==> src/rtl/tsc_pkg.sv <==
// Shared definitions for the timestamp counter.
// Assumes the timebase code occupies the low byte of the setup word.
package tsc_pkg;
    typedef enum logic [1:0] {
        TB_NS = 2'd0,
        TB_US = 2'd1,
        TB_MS = 2'd2
    } tbase_e;

    localparam int SRC_MAX  = 2;   // highest legal timebase code
    localparam int HOLD_BIT = 8;   // position of the hold bit in the setup word
endpackage

==> src/rtl/tsc_cfg_reg.sv <==
// Setup register: holds the timebase code and the hold bit.
// Assumes wr_cfg is a single-cycle strobe already decoded for the setup offset.
module tsc_cfg_reg
    import tsc_pkg::*;
(
    input  logic         clk,
    input  logic         rst_n,
    input  logic         wr_cfg,
    input  logic [8:0]   wr_bits,
    output tbase_e       src_q,
    output logic         hold_q,
    output logic         presc_clr
);
    logic code_ok;

    // Decide whether the written code is legal.
    always_comb code_ok = (wr_bits[7:0] <= 8'(SRC_MAX));

    // Pulse that clears the prescaler when the timebase really changes.
    always_comb presc_clr = wr_cfg && code_ok && (tbase_e'(wr_bits[1:0]) != src_q);

    // Store the code (legal writes only) and the hold bit (every write).
    always_ff @(posedge clk) begin
        if (!rst_n) begin
            src_q  <= TB_NS;
            hold_q <= 1'b0;
        end else if (wr_cfg) begin
            hold_q <= wr_bits[HOLD_BIT];
            if (code_ok)
                src_q <= tbase_e'(wr_bits[1:0]);
        end
    end


    cfg_inv_chk: assert property (@(posedge clk) disable iff (!rst_n)
        (wr_cfg && wr_bits[7:0] > 8'(SRC_MAX)) |=> $stable(src_q));


    src_range_chk: assert property (@(posedge clk) disable iff (!rst_n)
        wr_cfg |=> (src_q inside {TB_NS, TB_US, TB_MS}));
endmodule

==> src/rtl/tsc_prescaler.sv <==
// Two-stage prescaler: a microsecond tick every US_DIV clocks and a
// millisecond tick every MS_DIV microsecond ticks.
// Assumes clr is asserted while held and on a timebase change.
module tsc_prescaler #(
    parameter int US_DIV = 50,
    parameter int MS_DIV = 1000
) (
    input  logic clk,
    input  logic rst_n,
    input  logic clr,
    output logic us_tick,
    output logic ms_tick
);
    localparam int US_W = (US_DIV > 1) ? $clog2(US_DIV) : 1;
    localparam int MS_W = (MS_DIV > 1) ? $clog2(MS_DIV) : 1;

    logic [US_W-1:0] us_q;
    logic [MS_W-1:0] ms_q;

    // Terminal-count decode of both stages.
    always_comb begin
        us_tick = (us_q == US_W'(US_DIV - 1));
        ms_tick = us_tick && (ms_q == MS_W'(MS_DIV - 1));
    end

    // Advance the two stages, or clear them.
    always_ff @(posedge clk) begin
        if (!rst_n || clr) begin
            us_q <= '0;
            ms_q <= '0;
        end else if (us_tick) begin
            us_q <= '0;
            ms_q <= ms_tick ? '0 : ms_q + 1'b1;
        end else begin
            us_q <= us_q + 1'b1;
        end
    end


    clr_zero_chk: assert property (@(posedge clk) disable iff (!rst_n)
        clr |=> (us_q == '0 && ms_q == '0));

    generate
        if (US_DIV > 1) begin : g_gap

            us_gap_chk: assert property (@(posedge clk) disable iff (!rst_n)
                us_tick |=> !us_tick);
        end
    endgenerate
endmodule

==> src/rtl/tsc_count.sv <==
// Count register: adds NS_STEP per clock, or 1 per prescaler tick,
// depending on the timebase. Wraps modulo 2^CNT_W.
// Assumes the ticks are single-cycle pulses.
module tsc_count
    import tsc_pkg::*;
#(
    parameter int CNT_W   = 32,
    parameter int NS_STEP = 20
) (
    input  logic             clk,
    input  logic             rst_n,
    input  logic             hold,
    input  tbase_e           src,
    input  logic             us_tick,
    input  logic             ms_tick,
    output logic [CNT_W-1:0] cnt_q
);
    logic [CNT_W-1:0] step;

    // Select the increment for this clock.
    always_comb begin
        unique case (src)
            TB_NS:   step = CNT_W'(NS_STEP);
            TB_US:   step = us_tick ? CNT_W'(1) : '0;
            TB_MS:   step = ms_tick ? CNT_W'(1) : '0;
            default: step = '0;
        endcase
    end

    // Hold at zero or accumulate.
    always_ff @(posedge clk) begin
        if (!rst_n || hold)
            cnt_q <= '0;
        else
            cnt_q <= cnt_q + step;
    end


    hold_zero_chk: assert property (@(posedge clk) disable iff (!rst_n)
        hold |=> (cnt_q == '0));


    ns_step_chk: assert property (@(posedge clk) disable iff (!rst_n)
        (!hold && src == TB_NS) |=> (cnt_q == $past(cnt_q) + CNT_W'(NS_STEP)));
endmodule

==> src/rtl/tsc_timestamp.sv <==
// Top of the timestamp counter: decodes the two offsets, joins the
// setup register, prescaler and count register, and forms read data.
// Assumes CNT_W <= 32 and one write per cycle.
module tsc_timestamp
    import tsc_pkg::*;
#(
    parameter int              ADDR_W  = 12,
    parameter logic [ADDR_W-1:0] CFG_OFS = 12'h600,
    parameter logic [ADDR_W-1:0] CNT_OFS = 12'h602,
    parameter int              CNT_W   = 32,
    parameter int              NS_STEP = 20,
    parameter int              US_DIV  = 50,
    parameter int              MS_DIV  = 1000
) (
    input  logic              clk,
    input  logic              rst_n,
    input  logic              wr_en,
    input  logic [ADDR_W-1:0] wr_addr,
    input  logic [31:0]       wr_data,
    input  logic [ADDR_W-1:0] rd_addr,
    output logic [31:0]       rd_data
);
    logic             wr_cfg;
    tbase_e           src_q;
    logic             hold_q;
    logic             presc_clr;
    logic             us_tick;
    logic             ms_tick;
    logic [CNT_W-1:0] cnt_q;
    logic             unused_hi;

    // Write decode for the setup offset.
    always_comb wr_cfg = wr_en && (wr_addr == CFG_OFS);
    // Upper data bits have no storage.
    always_comb unused_hi = ^wr_data[31:9];

    tsc_cfg_reg u_cfg (
        .clk       (clk),
        .rst_n     (rst_n),
        .wr_cfg    (wr_cfg),
        .wr_bits   (wr_data[8:0]),
        .src_q     (src_q),
        .hold_q    (hold_q),
        .presc_clr (presc_clr)
    );

    tsc_prescaler #(.US_DIV(US_DIV), .MS_DIV(MS_DIV)) u_presc (
        .clk     (clk),
        .rst_n   (rst_n),
        .clr     (hold_q | presc_clr),
        .us_tick (us_tick),
        .ms_tick (ms_tick)
    );

    tsc_count #(.CNT_W(CNT_W), .NS_STEP(NS_STEP)) u_cnt (
        .clk     (clk),
        .rst_n   (rst_n),
        .hold    (hold_q),
        .src     (src_q),
        .us_tick (us_tick),
        .ms_tick (ms_tick),
        .cnt_q   (cnt_q)
    );

    // Read multiplexer.
    always_comb begin
        rd_data = '0;
        if (rd_addr == CFG_OFS) begin
            rd_data[HOLD_BIT] = hold_q;
            rd_data[1:0]      = src_q;
        end else if (rd_addr == CNT_OFS) begin
            rd_data[CNT_W-1:0] = cnt_q;
        end
    end
endmodule

==> config.mk <==
export PLATFORM = sky130hd
export DESIGN_NAME = tsc_timestamp
export DESIGN_NICKNAME = d
export VERILOG_FILES = /design/src/rtl/tsc_pkg.sv /design/src/rtl/tsc_cfg_reg.sv /design/src/rtl/tsc_prescaler.sv /design/src/rtl/tsc_count.sv /design/src/rtl/tsc_timestamp.sv
export SDC_FILE = /design/constraint.sdc
export NUM_CORES = 1
export LEC_CHECK = 0
export BUFFER_PORTS_ARGS = -buffer_cell sky130_fd_sc_hd__buf_2
export CAP_MARGIN = 5
export CORE_ASPECT_RATIO = 0.75
export CORE_MARGIN = 3
export CORE_UTILIZATION = 35
export DETAILED_ROUTE_END_ITERATION = 6
export GPL_ROUTABILITY_DRIVEN = 0
export SLEW_MARGIN = 20
export SYNTH_ARGS = -nofsm -noshare
export SYNTH_HDL_FRONTEND = slang
export SYNTH_SLANG_ARGS = --single-unit
==> constraint.sdc <==
create_clock -name clk -period 2.8 [get_ports clk]
set_input_delay 0 -clock clk [delete_from_list [all_inputs] [get_ports clk]]
set_output_delay 0 -clock clk [all_outputs]
set_load 0.01 [all_outputs]
# Word level (Yosys, flattened, before mapping)
# Index checks and enable logic that the tools add are counted.
# classes
n_addsub	3
magnitude_cmp	1
n_eq_ne	8
mux	9
bitwise	1
n_reduce_logical	10
# op_table
cell	n
32-bit one-hot mux with 3 select lines	1
12-bit by 11-bit equality test with 1-bit output, second input constant	3
32-bit adder	1
32-bit 2-to-1 mux	1
23-bit 2-to-1 mux	1
10-bit by 1-bit adder with 10-bit output, second input constant	1
10-bit equality test, second input constant	1
10-bit 2-to-1 mux	1
8-bit by 2-bit <= comparator with 1-bit output, second input constant	1
6-bit by 1-bit adder with 6-bit output, second input constant	1
6-bit equality test, second input constant	1
6-bit 2-to-1 mux	1
1-bit logical AND	4
1-bit 2-to-1 mux	3
2-bit by 1-bit equality test with 1-bit output, second input constant	1
2-bit equality test, second input constant	1
2-bit logical NOT	1
1-bit logical OR	2
2-bit 2-to-1 mux	1
2-bit != test	1
2-bit AND reduction	1
2-bit OR reduction	1
1-bit logical NOT	1
1-bit OR	1
# word_totals
register_bits	51
input_bits	59
out_inout_bits	32
word_cells	37

# Depth between registers and ports, before layout
# depth
word_depth	7
ltp_mapped	13
ltp_nobuf	11

# Cells and area by module
# Synthesis repeated with hierarchy kept, for this count alone.
# unflattened
cells_unflattened	376
area_unflattened_um2	3263.1
# modules_own_cells
mod	n_inst	cells_each	area_per_inst_um2	seq_area_each_um2
tsc_count	1	187	1596.5	640.6
tsc_prescaler	1	82	760.7	320.3
tsc_timestamp	1	89	734.5	0.0
tsc_cfg_reg	1	18	171.4	60.1

# Worst setup path after synthesis
# Ideal clock, no wire load.
# synth_path
kind	reg-to-reg
start	register u_presc.ms_q[0]
end	register u_cnt.cnt_q[22]
setup_time_ns	0.071
t_arrival_ns	2.697
t_required_ns	2.729
slack_ns	0.033
stages_incl_launch_ff	13
n_path_buf	1
period_less_slack_ns	2.767
cell_sequence	dfxtp_1 > ha_1 > nand2_1 > nor4_1 > nand3b_1 > a21oi_1 > ha_1 > ha_1 > a21oi_1 > o31a_1 > clkbuf_1 > or4_1 > a21oi_1
# synth_between
elab_chain_cells	5
# synth_lines
element	line_no	source
start: declaration	tsc_prescaler.sv:18	logic [MS_W-1:0] ms_q;
start signal: assignment	tsc_prescaler.sv:33	ms_q <= ms_tick ? '0 : ms_q + 1'b1;
10-bit equality test	tsc_prescaler.sv:23	ms_tick = us_tick && (ms_q == MS_W'(MS_DIV - 1));
1-bit logical AND	tsc_prescaler.sv:23	
1-bit 2-to-1 mux	tsc_count.sv:25	TB_MS: step = ms_tick ? CNT_W'(1) : '0;
32-bit one-hot mux with 3 select lines	tsc_count.sv:22	unique case (src)
32-bit adder	tsc_count.sv:35	cnt_q <= cnt_q + step;
end signal: assignment	tsc_count.sv:35	
end: declaration	tsc_count.sv:16	output logic [CNT_W-1:0] cnt_q
# Every way passes these cells.
# A chain may end at the register's enable or synchronous reset.

# Worst setup path after layout
# layout_path
start	register u_presc.ms_q[1]
end	register u_cnt.cnt_q[18]
# Same word-level chain as after synthesis.

==> impl_metrics.json <==
{
  "period_needed_ps": 2710,
  "yosysTopAreaCellShare": 0.351,
  "pwr_density_cell_mw_per_mm2": 368,
  "slew_headroom": 0.400,
  "dpl.hpwl_um": 5850,
  "fmaxAchievable_mhz": 368,
  "core_area_mm2": 0.00799,
  "crit_top_cell": "a21oi_2",
  "cts_num_sinks": 51,
  "crit_arrival_ps": 2960,
  "holdWs_ps": 324,
  "cp.required_ps": 3040,
  "drc": 0,
  "grt_max_degree": 20,
  "tightest_slew_ps": 899,
  "synthFlopType": "dfxtp_1",
  "synth.cell_area_mm2": 0.00291,
  "crit_fanout": 5,
  "total_power_mw": 1.44,
  "clk_pin_slew_ps": 100,
  "p_leak_nw": 1.59,
  "drive_gt1_frac": 0.311,
  "ant_nets": 0,
  "drv_slew": 0,
  "vias": 3061,
  "antenna_found_initial": 0,
  "diodes": 0,
  "hold_path_end": "u_presc.ms_q[1]$_SDFFE_PP0N_",
  "design_area_mm2": 0.00391,
  "fin_crit_sh": 0.970,
  "die_x_um": 111,
  "min_path_type": "in2reg",
  "ys_ff_latch": 51,
  "drtPass1Iterations": 5,
  "avgSynthCellArea_um2": 8.24,
  "n_fill_cell": 769,
  "startpoint_type": "flip-flop",
  "fin_tns_setup_ps": 0,
  "root_buffer": "clkbuf_8",
  "htreeDepth": 2,
  "dieArea_mm2": 0.00946,
  "stdcell_count": 559,
  "die_y_um": 85.0,
  "grt_setup_unrepaired": "true",
  "grt_use_total": 0.166,
  "reg2reg_slack_ps": 90,
  "syn_nets": 420,
  "synthArstFlopShare": 0,
  "via_per_inst": 5.48,
  "post_synth_most_frequent_cells": "dfxtp_1, and2_1, nand2_1",
  "wl_um": 8090,
  "grt_pass1_wl_um": 13100,
  "cp-end-kind": "flip-flop",
  "dp.cells": 537,
  "rr_startpoint": "u_presc.ms_q[1]$_SDFFE_PP0N_",
  "worstSetupPathType": "reg2reg",
  "grt-ovfl-total": 0,
  "nets": 520,
  "cp_cell_sequence": "ha_4, nand2_4, nor4_4, nand3b_1, a21oi_2, ha_2, ha_4, a21oi_2, o31a_1, buf_6, or4_4, a21oi_2",
  "maxCapViolations": 0,
  "ir_drop_mv": 0.208,
  "final-hold-violation-count": 0,
  "synth_area_leaders": "dfxtp_1, and2_1, a21oi_1",
  "yosysTopAreaCell": "dfxtp_1",
  "setup_viol": 0,
  "drt_iter0_markers": 195,
  "synth_warnings": 0,
  "hp-start": "wr_data[3]",
  "io_pins": 91,
  "synth_edf_count": 0,
  "port_buffers": 67,
  "first_global_vias": 2730,
  "post-synth-top-count-cell": "dfxtp_1",
  "status": "finished, final reports clean",
  "clock_path_buffers": 2,
  "cts_tree": "yes",
  "placed_area_mm2": 0.00352,
  "clock_skew_ps": 14.3,
  "slowest_stage": "or4_4",
  "cts_buffers": 5,
  "initial_core_util": 0.364,
  "yosysSeqAreaShare": 0.351,
  "fp-row-count": 28,
  "syn2layout_area_growth_pct": 34.4,
  "timing.rr.end": "u_cnt.cnt_q[18]$_SDFF_PP0_",
  "reg2regPathDepth": 12,
  "whs_path_depth": 6,
  "synth_cell_type_count": 46,
  "wl_per_cell_um": 14.5,
  "syn_inst": 353,
  "cpPeakStageDelay_ps": 500,
  "clock_latency_ps": 310
}
[through the flow]
stage               utilization  setup slack, ps
CTS                       0.466             8.49
global route              0.490            -84.8
floorplan                     -             32.9
global placement          0.440            -27.6
detailed placement        0.440             -171
finish                    0.490             85.4
[power breakdown]
group | internal (mW) | switching, mW | leakage, nW | total (mW)
logic | 0.0661 | 0.0775 | 1.12 | 0.144
clock network | 0.290 | 0.258 | 0.0612 | 0.547
registers | 0.737 | 0.0130 | 0.414 | 0.750
[worst max-delay path, delay by kind of cell (launching register included)]
family,cells,cell delay [ps]
adders and majority gates,3,510
DFF,1,360
buffers and inverters,1,160
AOI/OAI and AO/OA,4,680
and+or+nand+nor,4,960
[cell usage in the layout, fill, tap and decap left out, types with 6 or more instances in the layout]
master         count
a21oi_1           14
a21oi_2            7
and2_1            32
and3_1             8
buf_2             69
buf_4             31
clkbuf_8           6
dfxtp_1           49
dlygate4sd3_1      6
inv_1              7
mux2i_1            7
nand2_1           25
nand2b_1          11
nand3_1           17
nand4_1           14
nor2_1            17
nor3_1            17
nor4_1             6
o21ai_0            8
o31ai_1            8
or3_1              8
or4_1              8
xor2_1            11
[how the worst max path moves through the flow]
stage | start | end | slack (ps) | cells past startpoint
5_1_grt | u_presc.ms_q[1]$_SDFFE_PP0N_ | u_cnt.cnt_q[20]$_SDFF_PP0_ | -80 | 12
6_report | u_presc.ms_q[1]$_SDFFE_PP0N_ | u_cnt.cnt_q[18]$_SDFF_PP0_ | 90 | 12
4_1_cts | u_presc.ms_q[6]$_SDFFE_PP0N_ | u_cnt.cnt_q[22]$_SDFF_PP0_ | 8 | 11
3_5_place_dp | u_presc.ms_q[0]$_SDFFE_PP0N_ | u_cnt.cnt_q[20]$_SDFF_PP0_ | -170 | 12
2_1_floorplan | u_presc.ms_q[0]$_SDFFE_PP0N_ | u_cnt.cnt_q[22]$_SDFF_PP0_ | 30 | 12
3_3_place_gp | u_presc.ms_q[8]$_SDFFE_PP0N_ | u_cnt.cnt_q[30]$_SDFF_PP0_ | -30 | 12
[layer usage]
layer | part of all wire | track usage | routed length (um) | vias to the layer above
met5 | 0 | 0 | 0 | -
met4 | 0.018 | 0.0453 | 145 | 0
met3 | 0.057 | 0.0235 | 465 | 17
met2 | 0.40 | 0.240 | 3270 | 113
met1 | 0.52 | 0.255 | 4210 | 1406
li1 | - | - | - | 1525
[state kept, by name, indices dropped and copies added, names as in the netlist]
name          flops
u_cfg.src_q       2
u_presc.us_q      6
u_presc.ms_q     10
u_cfg.hold_q      1
u_cnt.cnt_q      32
[kinds of logic (layout without fill, tap and decap cells)]
logic type,count (synthesis),in the layout,share of synthesized area
and+or+nand+nor,186,186,0.365
AOI/OAI and AO/OA,63,63,0.146
DFF,51,51,0.351
buffers and inverters,22,123,0.0310
xor gates and xnor gates,16,16,0.0481
adders and majority gates,8,8,0.0344
muxes,7,7,0.0241
[repair_timing]
action / CTS / global route
pin swaps: 5 / 17
buffers inserted: 2 / 5
cloned: 0 / 2
setup endpoints to repair: 14 / 17
resized for setup: 3 / 33
hold buffers: 6 / 0
hold endpoints to repair: 3 / 0
[layout make-up]
type	count	area, um2	area share
clock buffer	6	82.6	0.0211
clock inverter	2	35.0	0.00896
inverter	7	26.3	0.00672
multi-input combinational	280	1950	0.499
sequential	51	1020	0.262
tap	105	131	0.0336
timing repair buffer	108	661	0.169
No activity file was read; power rests on OpenSTA's default activity.
